$ cat config.mk
export PLATFORM = sky130hd
export DESIGN_NAME = irq_nest_ctrl
export DESIGN_NICKNAME = d
export VERILOG_FILES = /design/src/rtl/irq_nest_pkg.sv /design/src/rtl/irq_first_set.sv /design/src/rtl/irq_nest_unit.sv /design/src/rtl/irq_nest_ctrl.sv
export SDC_FILE = /design/constraint.sdc
export NUM_CORES = 1
export LEC_CHECK = 0
export ABC_CLOCK_PERIOD_IN_PS = 3500
export BUFFER_PORTS_ARGS = -buffer_cell sky130_fd_sc_hd__buf_4
export CAP_MARGIN = 20
export CORE_AREA = 2 2 108 110
export CTS_BUF_LIST = sky130_fd_sc_hd__clkbuf_16
export CTS_CLUSTER_DIAMETER = 30
export DETAILED_ROUTE_END_ITERATION = 10
export DIE_AREA = 0 0 110 112
export SETUP_SLACK_MARGIN = 0.15
export SKIP_CTS_REPAIR_TIMING = 1
export SLEW_MARGIN = 40
export SYNTH_ARGS = -nofsm -noshare
export SYNTH_HDL_FRONTEND = slang
export SYNTH_SLANG_ARGS = --single-unit
$ cat constraint.sdc
create_clock -name clk -period 3.5 [get_ports clk]
set_input_delay 0.175 -clock clk [delete_from_list [all_inputs] [get_ports clk]]
set_output_delay 0.175 -clock clk [all_outputs]
set_load 0.05 [all_outputs]
$ cat src/rtl/irq_nest_pkg.sv
package irq_nest_pkg;
  localparam int UNIT_LINES = 8;
  localparam int BASE_W     = 5;
  localparam int LINK_LINE  = 2;
  localparam int REDIR_IDX  = 1;
endpackage

$ cat src/rtl/irq_first_set.sv
module irq_first_set #(
  parameter int N  = 8,
  parameter int IW = $clog2(N)
) (
  input  logic [N-1:0]  bits_i,
  output logic          found_o,
  output logic [IW-1:0] idx_o
);
  always_comb begin
    idx_o = '0;
    for (int i = N - 1; i >= 0; i--) begin
      if (bits_i[i]) idx_o = i[IW-1:0];
    end
  end
  assign found_o = |bits_i;
endmodule

$ cat src/rtl/irq_nest_unit.sv
module irq_nest_unit #(
  parameter int N  = 8,
  parameter int IW = $clog2(N)
) (
  input  logic          clk,
  input  logic          rst_n,
  input  logic [N-1:0]  req_i,
  input  logic [N-1:0]  mask_i,
  input  logic          ack_i,
  input  logic          eoi_i,
  output logic          int_o,
  output logic [IW-1:0] win_o,
  output logic [N-1:0]  isr_o
);
  localparam logic [N-1:0] ONE = {{(N-1){1'b0}}, 1'b1};

  logic [N-1:0]  irr_q, irr_d;
  logic [N-1:0]  isr_q, isr_d;
  logic          isr_en;
  logic [N-1:0]  pend;
  logic          pend_found, serv_found;
  logic [IW-1:0] pend_idx, serv_idx;
  logic [N-1:0]  set_vec, clr_vec;

  assign pend = irr_q & ~mask_i;

  irq_first_set #(.N(N), .IW(IW)) u_pend_enc (
    .bits_i (pend),
    .found_o(pend_found),
    .idx_o  (pend_idx)
  );

  irq_first_set #(.N(N), .IW(IW)) u_serv_enc (
    .bits_i (isr_q),
    .found_o(serv_found),
    .idx_o  (serv_idx)
  );

  assign int_o = pend_found && (!serv_found || (pend_idx < serv_idx));
  assign win_o = pend_idx;
  assign isr_o = isr_q;

  always_comb begin
    irr_d   = req_i;
    set_vec = (ack_i && int_o) ? (ONE << pend_idx) : '0;
    clr_vec = (eoi_i && serv_found) ? (ONE << serv_idx) : '0;
    isr_d   = (isr_q & ~clr_vec) | set_vec;
    isr_en  = ack_i | eoi_i;
  end

  always_ff @(posedge clk or negedge rst_n) begin
    if (!rst_n) begin
      irr_q <= '0;
      isr_q <= '0;
    end else begin
      irr_q <= irr_d;
      if (isr_en) isr_q <= isr_d;
    end
  end
endmodule

$ cat src/rtl/irq_nest_ctrl.sv
module irq_nest_ctrl #(
  parameter int LINES  = irq_nest_pkg::UNIT_LINES,
  parameter int BASE_W = irq_nest_pkg::BASE_W,
  parameter int LINK   = irq_nest_pkg::LINK_LINE,
  parameter int REDIR  = irq_nest_pkg::REDIR_IDX,
  localparam int IW    = $clog2(LINES),
  localparam int VW    = BASE_W + IW,
  localparam int TOT   = 2 * LINES
) (
  input  logic              clk,
  input  logic              rst_n,
  input  logic [TOT-1:0]    irq_i,
  input  logic              cfg_we_i,
  input  logic [TOT-1:0]    cfg_mask_i,
  input  logic [BASE_W-1:0] cfg_base_pri_i,
  input  logic [BASE_W-1:0] cfg_base_sec_i,
  input  logic              ack_i,
  input  logic              eoi_pri_i,
  input  logic              eoi_sec_i,
  output logic              int_o,
  output logic              vec_vld_o,
  output logic [VW-1:0]     vec_o
);
  logic [TOT-1:0]    mask_q, mask_d;
  logic [BASE_W-1:0] bpri_q, bpri_d, bsec_q, bsec_d;
  logic [VW-1:0]     vec_q, vec_d;
  logic              vld_q;
  logic [LINES-1:0]  pri_req, sec_req, pri_isr, sec_isr;
  logic              pri_int, sec_int;
  logic [IW-1:0]     pri_win, sec_win;
  logic              pri_ack, sec_ack, link_win;

  for (genvar i = 0; i < LINES; i++) begin : g_req
    if (i == LINK) begin : g_link
      assign pri_req[i] = sec_int;
    end else begin : g_pri
      assign pri_req[i] = irq_i[i];
    end
    if (i == REDIR) begin : g_redir
      assign sec_req[i] = irq_i[LINES + i] | irq_i[LINK];
    end else begin : g_sec
      assign sec_req[i] = irq_i[LINES + i];
    end
  end

  assign link_win = (pri_win == LINK[IW-1:0]);
  assign pri_ack  = ack_i;
  assign sec_ack  = ack_i && pri_int && link_win;

  irq_nest_unit #(.N(LINES), .IW(IW)) u_pri (
    .clk   (clk),
    .rst_n (rst_n),
    .req_i (pri_req),
    .mask_i(mask_q[LINES-1:0]),
    .ack_i (pri_ack),
    .eoi_i (eoi_pri_i),
    .int_o (pri_int),
    .win_o (pri_win),
    .isr_o (pri_isr)
  );

  irq_nest_unit #(.N(LINES), .IW(IW)) u_sec (
    .clk   (clk),
    .rst_n (rst_n),
    .req_i (sec_req),
    .mask_i(mask_q[TOT-1:LINES]),
    .ack_i (sec_ack),
    .eoi_i (eoi_sec_i),
    .int_o (sec_int),
    .win_o (sec_win),
    .isr_o (sec_isr)
  );

  always_comb begin
    mask_d = cfg_mask_i;
    bpri_d = cfg_base_pri_i;
    bsec_d = cfg_base_sec_i;
    if (!pri_int) begin
      vec_d = {bpri_q, {IW{1'b1}}};
    end else if (link_win) begin
      vec_d = sec_int ? {bsec_q, sec_win} : {bsec_q, {IW{1'b1}}};
    end else begin
      vec_d = {bpri_q, pri_win};
    end
  end

  always_ff @(posedge clk or negedge rst_n) begin
    if (!rst_n) begin
      mask_q <= '1;
      bpri_q <= '0;
      bsec_q <= '0;
      vec_q  <= '0;
      vld_q  <= 1'b0;
    end else begin
      if (cfg_we_i) begin
        mask_q <= mask_d;
        bpri_q <= bpri_d;
        bsec_q <= bsec_d;
      end
      if (ack_i) vec_q <= vec_d;
      vld_q <= ack_i;
    end
  end

  assign int_o     = pri_int;
  assign vec_vld_o = vld_q;
  assign vec_o     = vec_q;
endmodule

==> reports/results.ini <==
[die]
std_cell_rows = 39
die_area_um2 = 12300
start_util_pct = 29.2
boundaryPins = 58
die_y_um = 112
die_width_um = 110
coreArea_um2 = 11200

[finish]
layout_commonest_cell = buf_4
multi_input_area_um2 = 1510
diodes = 0
area_growth_pct = 32.7
final_cell_mix = buf_4, dfrtp_1, o21ai_0, nand2_1
finalNetCount = 440
seqCellArea_um2 = 1700
fillers = 1082
drive_above_1_share_pct = 32.9

[logic_synthesis]
synthDominantCellAreaShare_pct = 39.1
synth_ff_type = dfrtp_1
syn_area_um2 = 3260
syn-num-nets = 360
synthDistinctLibCells = 46
synth_seq_cells = 67
async_flop_share_pct = 100
yosys.area.top_type = dfrtp_1
ys_seq_area_share_pct = 52.0
synth_area_per_cell_um2 = 10.6
synth-edff-count = 0
ys_warn_count = 0
synth.area.top_cells = dfrtp_1, dfstp_2, mux2_2, o21ai_0, nor2b_1
synthCells = 308

[clock_tree]
clk_pin_slew_ns = 0.05
clk_root_buffer_cell = clkbuf_16
cts_made_buffers = 9
cts.path.max_buffers = 2
htreeDepth = 3
insertion_delay_ns = 0.33
cts_tree = done
cts.sinks = 67

[grt]
grt_max_degree = 68
gr-total-overflow = 0
grt_usage_pct = 13.2
grt_first_pass_wirelength_um = 12500
antenna_found_initial = 0
grt_pass1_vias = 2560

[timing]
fin_skew_ns = 0.00699
tightest_slew_ns = 0.610
hold_viol = 0
relSlewSlack_pct = 59.3
post-route-min-period_ns = 2.97
fmax_mhz = 337
post-route-period-util_pct = 84.8
rsz0062_at_grt = no
whs_ns = 0.0349
setup_violations = 0
drv_slew = 0
fin_setup_tns_ns = 0

[critical_path]
cp_top_family = simple AND/OR/NAND/NOR gates
worstSetupEndpointType = output port
path_depth = 9
max_stage_delay_ns = 0.52
reg2reg_depth = 11
slowest_stage = dfstp_2
path_common_cell = nor2b_1
rr_endpoint = u_sec.isr_o[1]
startpoint_type = flop
rrSetupSlack_ns = 0.56
path_cells = nor2b_1 -> nor4_4 -> nor2b_1 -> ha_1 -> a21oi_2 -> o21ai_1 -> o21ai_0 -> and2_1 -> buf_4
arrival_ns = 2.79
r2r-start = mask_q[14]
critical_path_class = reg -> out
path_max_fanout = 4
cp.buffers_inverters = 1
critPathRequiredTime_ns = 3.32

[route]
first_pass_iters = 4
via_count = 2661
detail-route-antenna-nets = 0
drcViolationCount = 0
detail_route.wl_per_cell_um = 14.1
drt-vias-per-instance = 4.97
wl_um = 7520
drt-initial-drc-count = 114

[pwr]
leakage_nw = 1.84
p_per_area_nw_per_um2 = 757
peakVddDrop_uv = 307

[outcome]
status = complete, no violations

[hold_path]
min_from = irq_i[9]
hold_class = in -> reg
hold_end = u_sec.irr_q[1]
hold_depth = 2

[placed_design]
dp_hpwl_um = 5450
gp_congestion = 0.883
io_buffers = 57

[job]
maxCapViolCount = 0

-- synth_stat cells (all sizes together), types with 2 or more instances --
| master | count |
|---|---|
| nand3 | 2 |
| nand2 | 25 |
| buf | 2 |
| o21bai | 4 |
| dfstp | 16 |
| ha | 4 |
| a2111oi | 2 |
| o221ai | 5 |
| dfrtp | 51 |
| o41ai | 9 |
| nand4 | 4 |
| nor3b | 6 |
| o22ai | 2 |
| o31ai | 7 |
| nor4 | 5 |
| mux2 | 20 |
| nor2 | 19 |
| nor3 | 4 |
| a32o | 2 |
| nand2b | 9 |
| clkbuf | 6 |
| a21oi | 13 |
| a21o | 2 |
| and2 | 2 |
| o21ai | 30 |
| or2 | 3 |
| nor2b | 20 |
| o211ai | 3 |
| inv | 17 |
| a211oi | 5 |
-- cells by family after synthesis --
group	count (synthesis)	synth area share (%)
and+or+nand+nor	101	16.4
AOI/OAI and AO/OA	91	20.3
DFF	67	52.0
buffers and inverters	25	2.88
muxes	20	6.90
adders and majority gates	4	1.53
-- worst max path at each step --
| stage | start | endpoint | slack [ns] |
|---|---|---|---|
| floorplan | mask_q[1] | vec_o[2] | 0.72 |
| global placement | mask_q[1] | u_sec.isr_o[7] | 0.42 |
| finish | mask_q[1] | int_o | 0.53 |
| global route | mask_q[4] | int_o | 0.23 |
| CTS | mask_q[1] | int_o | 0.08 |
| detailed placement | mask_q[1] | u_sec.isr_o[7] | 0.29 |
-- cell type report --
cell class,count,share of cell area (%)
clock buffers,9,5.20
clock inverters,6,0.780
multi-input cells,216,34.9
flip-flops and latches,67,39.2
repair buffers,77,14.3
well taps,143,4.13
inverters,17,1.47
-- stage by stage --
| stage | utilization (%) | cell area (um2) | setup WS (ns) | total power, mW | std cells |
|---|---|---|---|---|---|
| 6_report | 38.7 | 4330 | 0.532 | 3.28 | 535 |
| 5_1_grt | 38.7 | 4330 | 0.233 | 3.50 | 535 |
| 4_1_cts | 37.0 | 4140 | 0.0756 | 3.25 | 520 |
| 3_5_place_dp | 34.7 | 3880 | 0.293 | 2.45 | 505 |
| 3_3_place_gp | 34.7 | 3880 | 0.420 | 2.43 | 505 |
| 2_1_floorplan | - | 3260 | 0.716 | 2.03 | 308 |
-- worst reg2reg max path, delay by kind of cell (launching register included) --
family | cells | cell delay (ns)
AO/OA/AOI/OAI | 5 | 1.23
flip-flops | 1 | 0.52
buffers and inverters | 2 | 0.19
adder cells (fa/ha/maj) | 1 | 0.32
AND/OR/NAND/NOR | 3 | 0.56
-- report_power, final --
group	switching, mW	internal, mW
clock network	0.316	0.467
registers	0.124	0.933
logic	0.888	0.547
-- state kept, by name, indices dropped and copies added (netlist names) --
signal and count:
bpri_q 5, bsec_q 5, mask_q 16, u_pri.irr_q 8, u_pri.isr_o 8, u_sec.irr_q 8, u_sec.isr_o 8, vec_o 8
vec_vld_o 1
-- layer usage --
layer	global-route usage [%]	vias up	part of all wire [%]
met5	0	-	0
met4	7.51	0	3.0
met3	2.87	19	3.4
met2	18.7	57	45
met1	18.3	1299	48
li1	-	1286	-
(Power assumes the default switching activity.)
